<file path="src/rtl/trap_entry_seq.sv">
module trap_entry_seq #(
  parameter int SUP_BIT = 13,
  parameter int TRC_BIT = 15
) (
  input  logic        clk,
  input  logic        rst_n,
  input  logic        start,
  input  logic [15:0] opcode,
  input  logic [15:0] sr_in,
  input  logic [31:0] pc_next,
  input  logic [31:0] sp_in,
  input  logic        ovf_trap,
  input  logic        chk_fail,
  input  logic        div_zero,
  input  logic        priv_user,
  output logic        busy,
  output logic        bus_req,
  output logic        bus_we,
  output logic [31:0] bus_addr,
  output logic [15:0] bus_wdata,
  input  logic [15:0] bus_rdata,
  input  logic        bus_ack,
  output logic        done,
  output logic [7:0]  vec_num,
  output logic [15:0] sr_new,
  output logic [31:0] pc_new,
  output logic [31:0] sp_out
);

  localparam logic [7:0] V_ILL  = 8'd4;
  localparam logic [7:0] V_DIV  = 8'd5;
  localparam logic [7:0] V_CHK  = 8'd6;
  localparam logic [7:0] V_OVF  = 8'd7;
  localparam logic [7:0] V_PRIV = 8'd8;
  localparam logic [7:0] V_LA   = 8'd10;
  localparam logic [7:0] V_LF   = 8'd11;
  localparam logic [7:0] V_TRAP = 8'd32;

  typedef enum logic [2:0] {S_IDLE, S_PCL, S_PCH, S_SR, S_VHI, S_VLO} st_t;

  st_t         st;
  logic [7:0]  vec_q;
  logic [15:0] sr_save, sr_q, hi_q;
  logic [31:0] pc_q, sp_q, pcn_q;
  logic        done_q;

  logic       line_a, line_f, illeg, is_trap, take;
  logic [7:0] vec_sel;

  assign line_a  = opcode[15:12] == 4'b1010;
  assign line_f  = opcode[15:12] == 4'b1111;
  assign illeg   = (opcode == 16'h4AFA) || (opcode == 16'h4AFB) || (opcode == 16'h4AFC);
  assign is_trap = opcode[15:4] == 12'h4E4;

  always_comb begin
    take    = 1'b1;
    vec_sel = 8'd0;
    if (line_a)         vec_sel = V_LA;
    else if (line_f)    vec_sel = V_LF;
    else if (illeg)     vec_sel = V_ILL;
    else if (priv_user) vec_sel = V_PRIV;
    else if (is_trap)   vec_sel = V_TRAP + {4'd0, opcode[3:0]};
    else if (div_zero)  vec_sel = V_DIV;
    else if (chk_fail)  vec_sel = V_CHK;
    else if (ovf_trap)  vec_sel = V_OVF;
    else                take    = 1'b0;
  end

  assign busy    = st != S_IDLE;
  assign bus_req = busy;
  assign bus_we  = (st == S_PCL) || (st == S_PCH) || (st == S_SR);

  always_comb begin
    case (st)
      S_VHI:   bus_addr = {22'd0, vec_q, 2'b00};
      S_VLO:   bus_addr = {22'd0, vec_q, 2'b10};
      default: bus_addr = sp_q - 32'd2;
    endcase
    case (st)
      S_PCL:   bus_wdata = pc_q[15:0];
      S_PCH:   bus_wdata = pc_q[31:16];
      S_SR:    bus_wdata = sr_save;
      default: bus_wdata = 16'd0;
    endcase
  end

  always_ff @(posedge clk) begin
    if (!rst_n) begin
      st      <= S_IDLE;
      vec_q   <= 8'd0;
      sr_save <= 16'd0;
      sr_q    <= 16'd0;
      hi_q    <= 16'd0;
      pc_q    <= 32'd0;
      sp_q    <= 32'd0;
      pcn_q   <= 32'd0;
      done_q  <= 1'b0;
    end else begin
      done_q <= 1'b0;
      case (st)
        S_IDLE: if (start && take) begin
          vec_q            <= vec_sel;
          sr_save          <= sr_in;
          sr_q             <= sr_in;
          sr_q[SUP_BIT]    <= 1'b1;
          sr_q[TRC_BIT]    <= 1'b0;
          pc_q             <= pc_next;
          sp_q             <= sp_in;
          st               <= S_PCL;
        end
        S_PCL: if (bus_ack) begin sp_q <= sp_q - 32'd2; st <= S_PCH; end
        S_PCH: if (bus_ack) begin sp_q <= sp_q - 32'd2; st <= S_SR;  end
        S_SR:  if (bus_ack) begin sp_q <= sp_q - 32'd2; st <= S_VHI; end
        S_VHI: if (bus_ack) begin hi_q <= bus_rdata; st <= S_VLO; end
        S_VLO: if (bus_ack) begin
          pcn_q  <= {hi_q, bus_rdata};
          done_q <= 1'b1;
          st     <= S_IDLE;
        end
        default: st <= S_IDLE;
      endcase
    end
  end

  assign done    = done_q;
  assign vec_num = vec_q;
  assign sr_new  = sr_q;
  assign pc_new  = pcn_q;
  assign sp_out  = sp_q;

endmodule

</file>
<file path="config.mk">
export PLATFORM = sky130hd
export DESIGN_NAME = trap_entry_seq
export DESIGN_NICKNAME = d
export VERILOG_FILES = /design/src/rtl/trap_entry_seq.sv
export SDC_FILE = /design/constraint.sdc
export NUM_CORES = 1
export LEC_CHECK = 0
export BUFFER_PORTS_ARGS = -buffer_cell sky130_fd_sc_hd__buf_2
export CORE_AREA = 2 2 199 123
export CTS_BUF_LIST = sky130_fd_sc_hd__clkbuf_8
export CTS_CLUSTER_SIZE = 12
export DETAILED_ROUTE_END_ITERATION = 8
export DIE_AREA = 0 0 201 125
export PLACE_DENSITY_LB_ADDON = 0.08
export SYNTH_ARGS = -nofsm -noshare
export SYNTH_HDL_FRONTEND = slang
export SYNTH_SLANG_ARGS = --single-unit
</file>
<file path="constraint.sdc">
create_clock -name clk -period 2.69 [get_ports clk]
set_clock_uncertainty 0.05 [all_clocks]
set_input_delay 0.269 -clock clk [delete_from_list [all_inputs] [get_ports clk]]
set_output_delay 0.269 -clock clk [all_outputs]
set_load 0.005 [all_outputs]
</file>
* Word-level counts from Yosys, hierarchy flattened *
Cells that the tools add are included.

cells by class
  equality and inequality tests = 18
  add/sub/neg operators = 2
  muxes and demuxes = 29
  reduce and logical (&&, ||, !) cells = 15

operator list
  operator                                                               count
  32-bit one-hot mux with 2 select lines                                 2
  32-bit 2-to-1 mux                                                      2
  16-bit by 15-bit == test with 1-bit output (second input constant)     3
  16-bit one-hot mux with 3 select lines                                 1
  7-bit 2-to-1 mux                                                       5
  32-bit by 2-bit subtractor with 32-bit output (second input constant)  1
  3-bit 2-to-1 mux                                                       9
  3-bit one-hot mux with 6 select lines                                  1
  12-bit by 11-bit == test with 1-bit output (second input constant)     1
  2-bit != test (second input constant)                                  6
  1-bit 2-to-1 mux                                                       9
  4-bit == test (second input constant)                                  2
  2-bit AND reduction                                                    4
  6-bit by 4-bit adder with 7-bit output (first input constant)          1
  3-bit by 2-bit == test with 1-bit output (second input constant)       2
  3-bit == test (second input constant)                                  2
  6-bit AND reduction                                                    1
  1-bit logical OR                                                       4
  3-bit by 1-bit == test with 1-bit output (second input constant)       1
  3-bit zero test                                                        1
  3-bit AND reduction                                                    1
  3-bit nonzero test                                                     1
  3-bit OR reduction                                                     1
  2-bit by 1-bit != test with 1-bit output (second input constant)       1
  other kinds (2)                                                        2

storage, ports and cells
  output and inout port bits = 140
  bits in registers = 155
  input port bits = 120
  logic and storage cells = 73

* Depth between registers and ports, before layout *
Gate-level depths: netlist (run 1).

  depth after elaboration = 11
  gate-level depth with buffers = 11
  depth with buffers taken out = 8

* Worst setup path before layout (run 1) *
OpenSTA, ideal clock, no wires.

  kind = reg2out
  start point = register sp_q[1], in the netlist sp_out[1]
  end point = output port bus_addr[31]
  arrival = 2,288 ps
  setup slack = 83 ps
  stages on the path, launching flop included = 9
  cell sequence = dfxtp_1 -> inv_1 -> ha_1 -> nor4b_1 -> nand2_1 -> nor4_4 -> nand2_1 -> xor2_1 -> nor2_1

between the ends
  cells in the longest elaborated chain, start to end = 2

ends and longest elaborated chain
  what                                           RTL line  RTL
  from (decl)                                    44        logic [31:0] pc_q, sp_q, pcn_q;
  from (signal assigned)                         108       sp_q <= sp_in;
  32-bit by 2-bit subtractor with 32-bit output  77        default: bus_addr = sp_q - 32'd2;
  32-bit one-hot mux with 2 select lines         74        case (st)
  to (decl)                                      19        output logic [31:0] bus_addr,

No other way between the ends.

* Final worst setup path (run 1) *
  start point = register sp_q[24], in the netlist sp_out[24]
  end point = output port bus_addr[31]

Same word-level chain as after synthesis.

==> metrics.txt, run 1 <==
WS Path Type=flip-flop to output pin; Pwr Total=7.197 mW; Max-Slew Margin vs Limit=48.84%; clock root cell=clkbuf_8; Critical Path AT=2.62 ns; largest net degree at the start of global routing=59; Yosys reg bits=138; MaxCap Viol Count=0; PnR worst setup slack=-0.2533 ns; CTS clock-pin slew for the worst setup and hold paths=0.09 ns; final period utilization=109.4%; worst path required time=2.37 ns; WL/cell=16.72 µm; Initial Util=29.24%; Max Slew Vio Count=0; clock buffer depth=2; Die Span Y=125 µm; startpoint types=flip-flop; Vias per Instance=4.856; final setup violation count=14; vias post-DR=7920; Synth async-reset ratio=0%; CTS tree=yes; Mean Syn Cell Area=7.153 µm²; peak supply drop=305.0 µV; Worst-Margin Slew=0.7675 ns; Sink Count=138; Pwr per Cell Area=702.3 nW/µm²; final instance area=10250 µm²; Crit Path Max Fanout=3; predominant post-synthesis flop cell=dfxtp_1; total track usage=21.12%; die area=25130 µm²; global-route wire length before repair=41760 µm; post-layout util=43.59%; share of layout cells above drive strength 1=33.56%; Iteration-0 DRC Markers=513; Antenna Nets Post-Route=0; outcome=finished, violations left; Hold Path Class=input port to flip-flop; CTS Buf Count=17; Clock Latency Late Sink=0.45 ns; Cells after DPL=1504; number of global-route vias before repair=7382; Peak Freq=0.3398 GHz; Period minus WS final=2.943 ns; placer congestion estimate=0.8803; Post-Syn Instances=961; Hold Vio Cnt, Final=0; RSZ-0062 raised after global routing=yes; synth-to-layout area growth=49.07%; Buffers on Ports=255; DP Area=8640 µm²; Residual DRC=0; drt first pass iters=5; post-synthesis sequential area ratio=40.19%; Post-Syn Area=6874 µm²; Synth cell types=58; H-tree depth=4; Die Span X=201 µm; Cell Rows=44; final instance count without filler cells=1631; number of synthesized flops with an enable pin=0; yosys warns=0; antenna violations before repair=2; Post-Route WL=27270 µm; post-layout net count=1418; core area=23510 µm²; pre-CTS WS=0.1908 ns; CP Capture Type=output pin; Worst Hold Margin=0.03399 ns; failing checks=setup timing; Pleak=4.486 nW; Overflow after GRT=0; setup TNS=-1.506 ns; I/O pin cnt=260; DPL Wire Length=18640 µm
-- what timing repair did --
action | CTS | global route
gates cloned | 0 | 0
hold buffers | 61 | 0
endpoints found under the setup margin | 20 | 25
endpoints found under the hold margin | 70 | 0
buffers inserted | 21 | 16
resized for setup | 45 | 35
pin swaps | 11 | 15
-- logic make-up after synthesis --
kind of cell,synth area share (%)
simple gates,27.50
compound gates,19.53
flops,40.19
buf+inv,6.589
xor+xnor,3.313
mux,2.639
fa+ha+maj,0.1820
other cells,0.05455
-- placed cells by master (no fill, tap or decap), types with 5 or more instances in the layout --
| master | synthesis | final |
|---|---|---|
| buf_2 | 5 | 255 |
| nand2_1 | 256 | 248 |
| a21oi_1 | 164 | 162 |
| dfxtp_1 | 138 | 132 |
| nor2_1 | 105 | 98 |
| buf_4 | 19 | 71 |
| dlygate4sd3_1 | 0 | 61 |
| o21ai_0 | 28 | 28 |
| clkbuf_8 | 0 | 18 |
| mux2i_1 | 17 | 17 |
| xor2_1 | 16 | 15 |
| nand3_1 | 13 | 12 |
| buf_6 | 0 | 11 |
| o32ai_1 | 10 | 9 |
| nor3_1 | 9 | 8 |
| buf_12 | 0 | 7 |
| o31ai_1 | 6 | 6 |
| or4_4 | 4 | 6 |
| nand2_4 | 0 | 6 |
| a22o_1 | 5 | 5 |
| nand4_1 | 5 | 5 |
| nor4_1 | 10 | 5 |
| nor2_4 | 0 | 5 |
| xnor2_1 | 10 | 5 |
| xnor2_2 | 0 | 5 |
| clkinv_2 | 0 | 5 |
| dfxtp_2 | 0 | 5 |
-- final cells by class --
type | instances | area, µm²
tap | 322 | 402.9
timing repair buffer | 405 | 2684
antenna | 1 | 2.502
clock buffer | 18 | 247.7
multi-input combinational | 727 | 3978
clock inverter | 12 | 125.1
inverter | 8 | 35.03
sequential | 138 | 2773
fill | 2491 | 13260
-- where the power goes --
part / switching, mW / internal (mW)
Sequential: 0.165 / 2.20
Combinational: 1.63 / 1.48
Clock: 0.877 / 0.834
-- routing by layer --
metal	track usage, %	vias to the layer above	part of all wire, %
met5	0	-	0.048
met4	4.706	2	1.1
met3	5.162	18	6.4
met2	29.45	245	41
met1	32.27	3753	52
li1	-	3902	-
-- critical path, cell delays in order (launching register included) --
cell	delay, ns
dfxtp_4	0.36
or4_4	0.53
or4_4	0.45
buf_4	0.16
buf_6	0.11
nor2_4	0.12
nand2_2	0.07
xor2_1	0.14
nor2_1	0.10
buf_2	0.12
-- cell usage after synthesis, types with 3 or more instances --
library cell	count	area (µm²)
dfxtp_1	138	2763
o31ai_1	6	45.04
a22o_1	5	43.79
nand4_1	5	31.28
buf_4	19	142.6
o21ai_0	28	140.1
a32o_1	3	30.03
nand3_1	13	65.06
xnor2_1	10	87.58
buf_1	6	22.52
or3_1	5	31.28
nand2b_1	5	31.28
or4_4	4	45.04
buf_2	5	25.02
xor2_1	16	140.1
clkbuf_1	60	225.2
a21oi_1	164	820.8
nand2_1	256	960.9
nor2_1	105	394.1
nor4_1	10	62.56
a31oi_1	4	25.02
and3_1	3	18.77
a211oi_1	4	30.03
or2_2	4	25.02
nor3_1	9	45.04
mux2i_1	17	170.2
inv_1	7	26.28
nor4b_1	3	26.28
o32ai_1	10	87.58
-- registers in the layout, summed over array words and instances (netlist names) --
| register | cells |
|---|---|
| vec_num | 5 |
| sr_save | 16 |
| pc_q | 32 |
| sp_out | 32 |
| pc_new | 32 |
| done | 1 |
| st | 3 |
| hi_q | 16 |
| sr_new | 1 |
-- path summary, 6_finish.rpt --
path / startpoint / end / slack, ns / cells past startpoint
setup / recovery: sp_out[24]$_SDFFE_PN0P_ / bus_addr[31] / -0.25 / 9
hold / removal: bus_rdata[3] / pc_new[3]$_SDFFE_PN0P_ / 0.03 / 3
setup reg to reg: sp_out[2]$_SDFFE_PN0P_ / sp_out[20]$_SDFFE_PN0P_ / 0.09 / 11
hold reg to reg: pc_new[24]$_SDFFE_PN0P_ / pc_new[24]$_SDFFE_PN0P_ / 0.40 / 2
Power figures use the tool's default switching activity.
==> inputs of run 2 (changes only) <==
clock period = 3.65 ns   (was 2.69 ns; I/O delays follow)
==> run 2 against run 1 <==
Compared with the run above:
- the run now ends clean
- sequential share of layout area increased by 4.6 points
- worst setup slack improved by 0.50 ns
- register-to-register slack improved by 0.79 ns
- non-clock buffer count decreased by 129
- sequential power decreased by 25%
- highest routed layer unchanged
- critical endpoint is now bus_addr[30]
- sequential cell count unchanged
- global-route usage decreased by 1.4 points
- final cell count decreased by 7.7%
- via count decreased by 8.1%
- combinational power decreased by 49%
==> metrics.txt, run 2 (synthesized netlist as in run 1, its figures left out) <==
H-tree depth=4 (unchanged); Cell Rows=44 (unchanged); synth-to-layout area growth=26.87%; post-layout util=37.10% (-6.5 points); placer congestion estimate=0.8637 (-1.9%); Iteration-0 DRC Markers=593 (+16%); PnR worst setup slack=0.2479 ns (+0.5012 ns); largest net degree at the start of global routing=87 (+47%); Vias per Instance=4.837 (-0.39%); Post CTS Setup Buffer Count=0 (-100%); share of layout cells above drive strength 1=27.71% (-5.9 points); Sink Count=138 (unchanged); DP Area=8354 µm² (-3.3%); peak supply drop=204.7 µV (-33%); vias post-DR=7280 (-8.1%); drt first pass iters=5 (unchanged); setup TNS=0 ns (+1.506 ns); Max Slew Vio Count=0 (unchanged); I/O pin cnt=260 (unchanged); total track usage=19.74% (-1.4 points); MaxCap Viol Count=0 (unchanged); final period utilization=93.21%; Crit Path Max Fanout=10 (+7); Hold Vio Cnt, Final=0 (unchanged); most common cell after layout, fill and taps aside=nand2_1; WS Path Type=flip-flop to output pin; Buffers on Ports=255 (unchanged); Peak Freq=0.2939 GHz; clock buffer depth=2 (unchanged); pre-CTS WS=0.5919 ns (+0.4010 ns); Antenna Nets Post-Route=0 (unchanged); Clock Latency Late Sink=0.46 ns (about the same); Pwr per Cell Area=519.9 nW/µm² (-26%); Pwr Total=4.534 mW (-37%); Critical Path AT=2.99 ns (+0.37 ns); Die Span Y=125 µm (unchanged); Overflow after GRT=0 (unchanged); Worst-Margin Slew=1.019 ns (+0.2514 ns); outcome=finished, final reports clean; Pleak=3.765 nW (-16%); post-layout net count=1289 (-9.1%); Max-Slew Margin vs Limit=32.08% (-17 points); CTS Buf Count=17 (unchanged); startpoint types=flip-flop; Worst Hold Margin=0.09175 ns (+0.05776 ns); WL/cell=16.79 µm (+0.41%); Cells after DPL=1471 (-2.2%); RSZ-0062 raised after global routing=no; final setup violation count=0 (-14); final instance count without filler cells=1505 (-7.7%); CTS Hold Buffers Added=0 (-100%); global-route wire length before repair=38700 µm (-7.3%); number of global-route vias before repair=6568 (-11%); core area=23510 µm² (unchanged); CTS tree=yes; antenna violations before repair=6 (+4); die area=25130 µm² (unchanged); clock root cell=clkbuf_8; CTS clock-pin slew for the worst setup and hold paths=0.09 ns (about the same); worst path required time=3.23 ns (+0.86 ns); Period minus WS final=3.402 ns; Residual DRC=0 (unchanged); final instance area=8721 µm² (-15%); Hold Path Class=input port to flip-flop; DPL Wire Length=18190 µm (-2.4%); Post-Route WL=25270 µm (-7.3%); Die Span X=201 µm (unchanged); CP Capture Type=output pin; most frequent cells in the layout=nand2_1 (256), buf_2 (255), a21oi_1 (164); Initial Util=29.24% (unchanged)
## run 2: final cells by class
cell class	count	area, µm²
fillers	2579	14790
multi-input cells	727	3690
flip-flops and latches	138	2763
repair buffers	276	1471
well taps	322	402.9
clock buffers	19	261.5
clock inverters	12	92.59
inverters	8	32.53
diodes	3	7.507
## run 2: path summary, 6_finish.rpt
check	from	endpoint	slack (ns)	cells past startpoint
max	sp_out[6]$_SDFFE_PN0P_	bus_addr[30]	0.25	6
min	pc_next[12]	pc_q[12]$_SDFFE_PN0P_	0.09	3
max reg2reg	sp_out[6]$_SDFFE_PN0P_	sp_out[30]$_SDFFE_PN0P_	0.88	6
min reg2reg	pc_new[4]$_SDFFE_PN0P_	pc_new[4]$_SDFFE_PN0P_	0.40	2
## run 2: power breakdown
part	total, mW	internal [mW]	switching, mW
sequential	1.77	1.62	0.148
combinational	1.59	0.638	0.953
clock	1.18	0.510	0.665
total	4.53	2.77	1.77
## run 2: timing repair
action	4_1_cts	5_1_grt
hold endpoints to repair	0	0
endpoints found under the setup margin	0	7
resized for setup	0	1
## run 2: layer usage
metal,track usage [%],part of all wire [%],vias to the layer above,routed length [µm]
met5,0,0.13,-,34
met4,5.054,0.84,6,212
met3,5.605,6.5,18,1642
met2,25.52,39,208,9809
met1,31.01,54,3405,13570
li1,-,-,3643,-
## run 2: critical path, cell delays in order (launching register included)
cell and delay (ns):
dfxtp_1 0.41, nor4_1 0.67, nand4bb_2 0.44, or4_4 0.67, xor2_1 0.16, nor2_1 0.08
buf_2 0.11
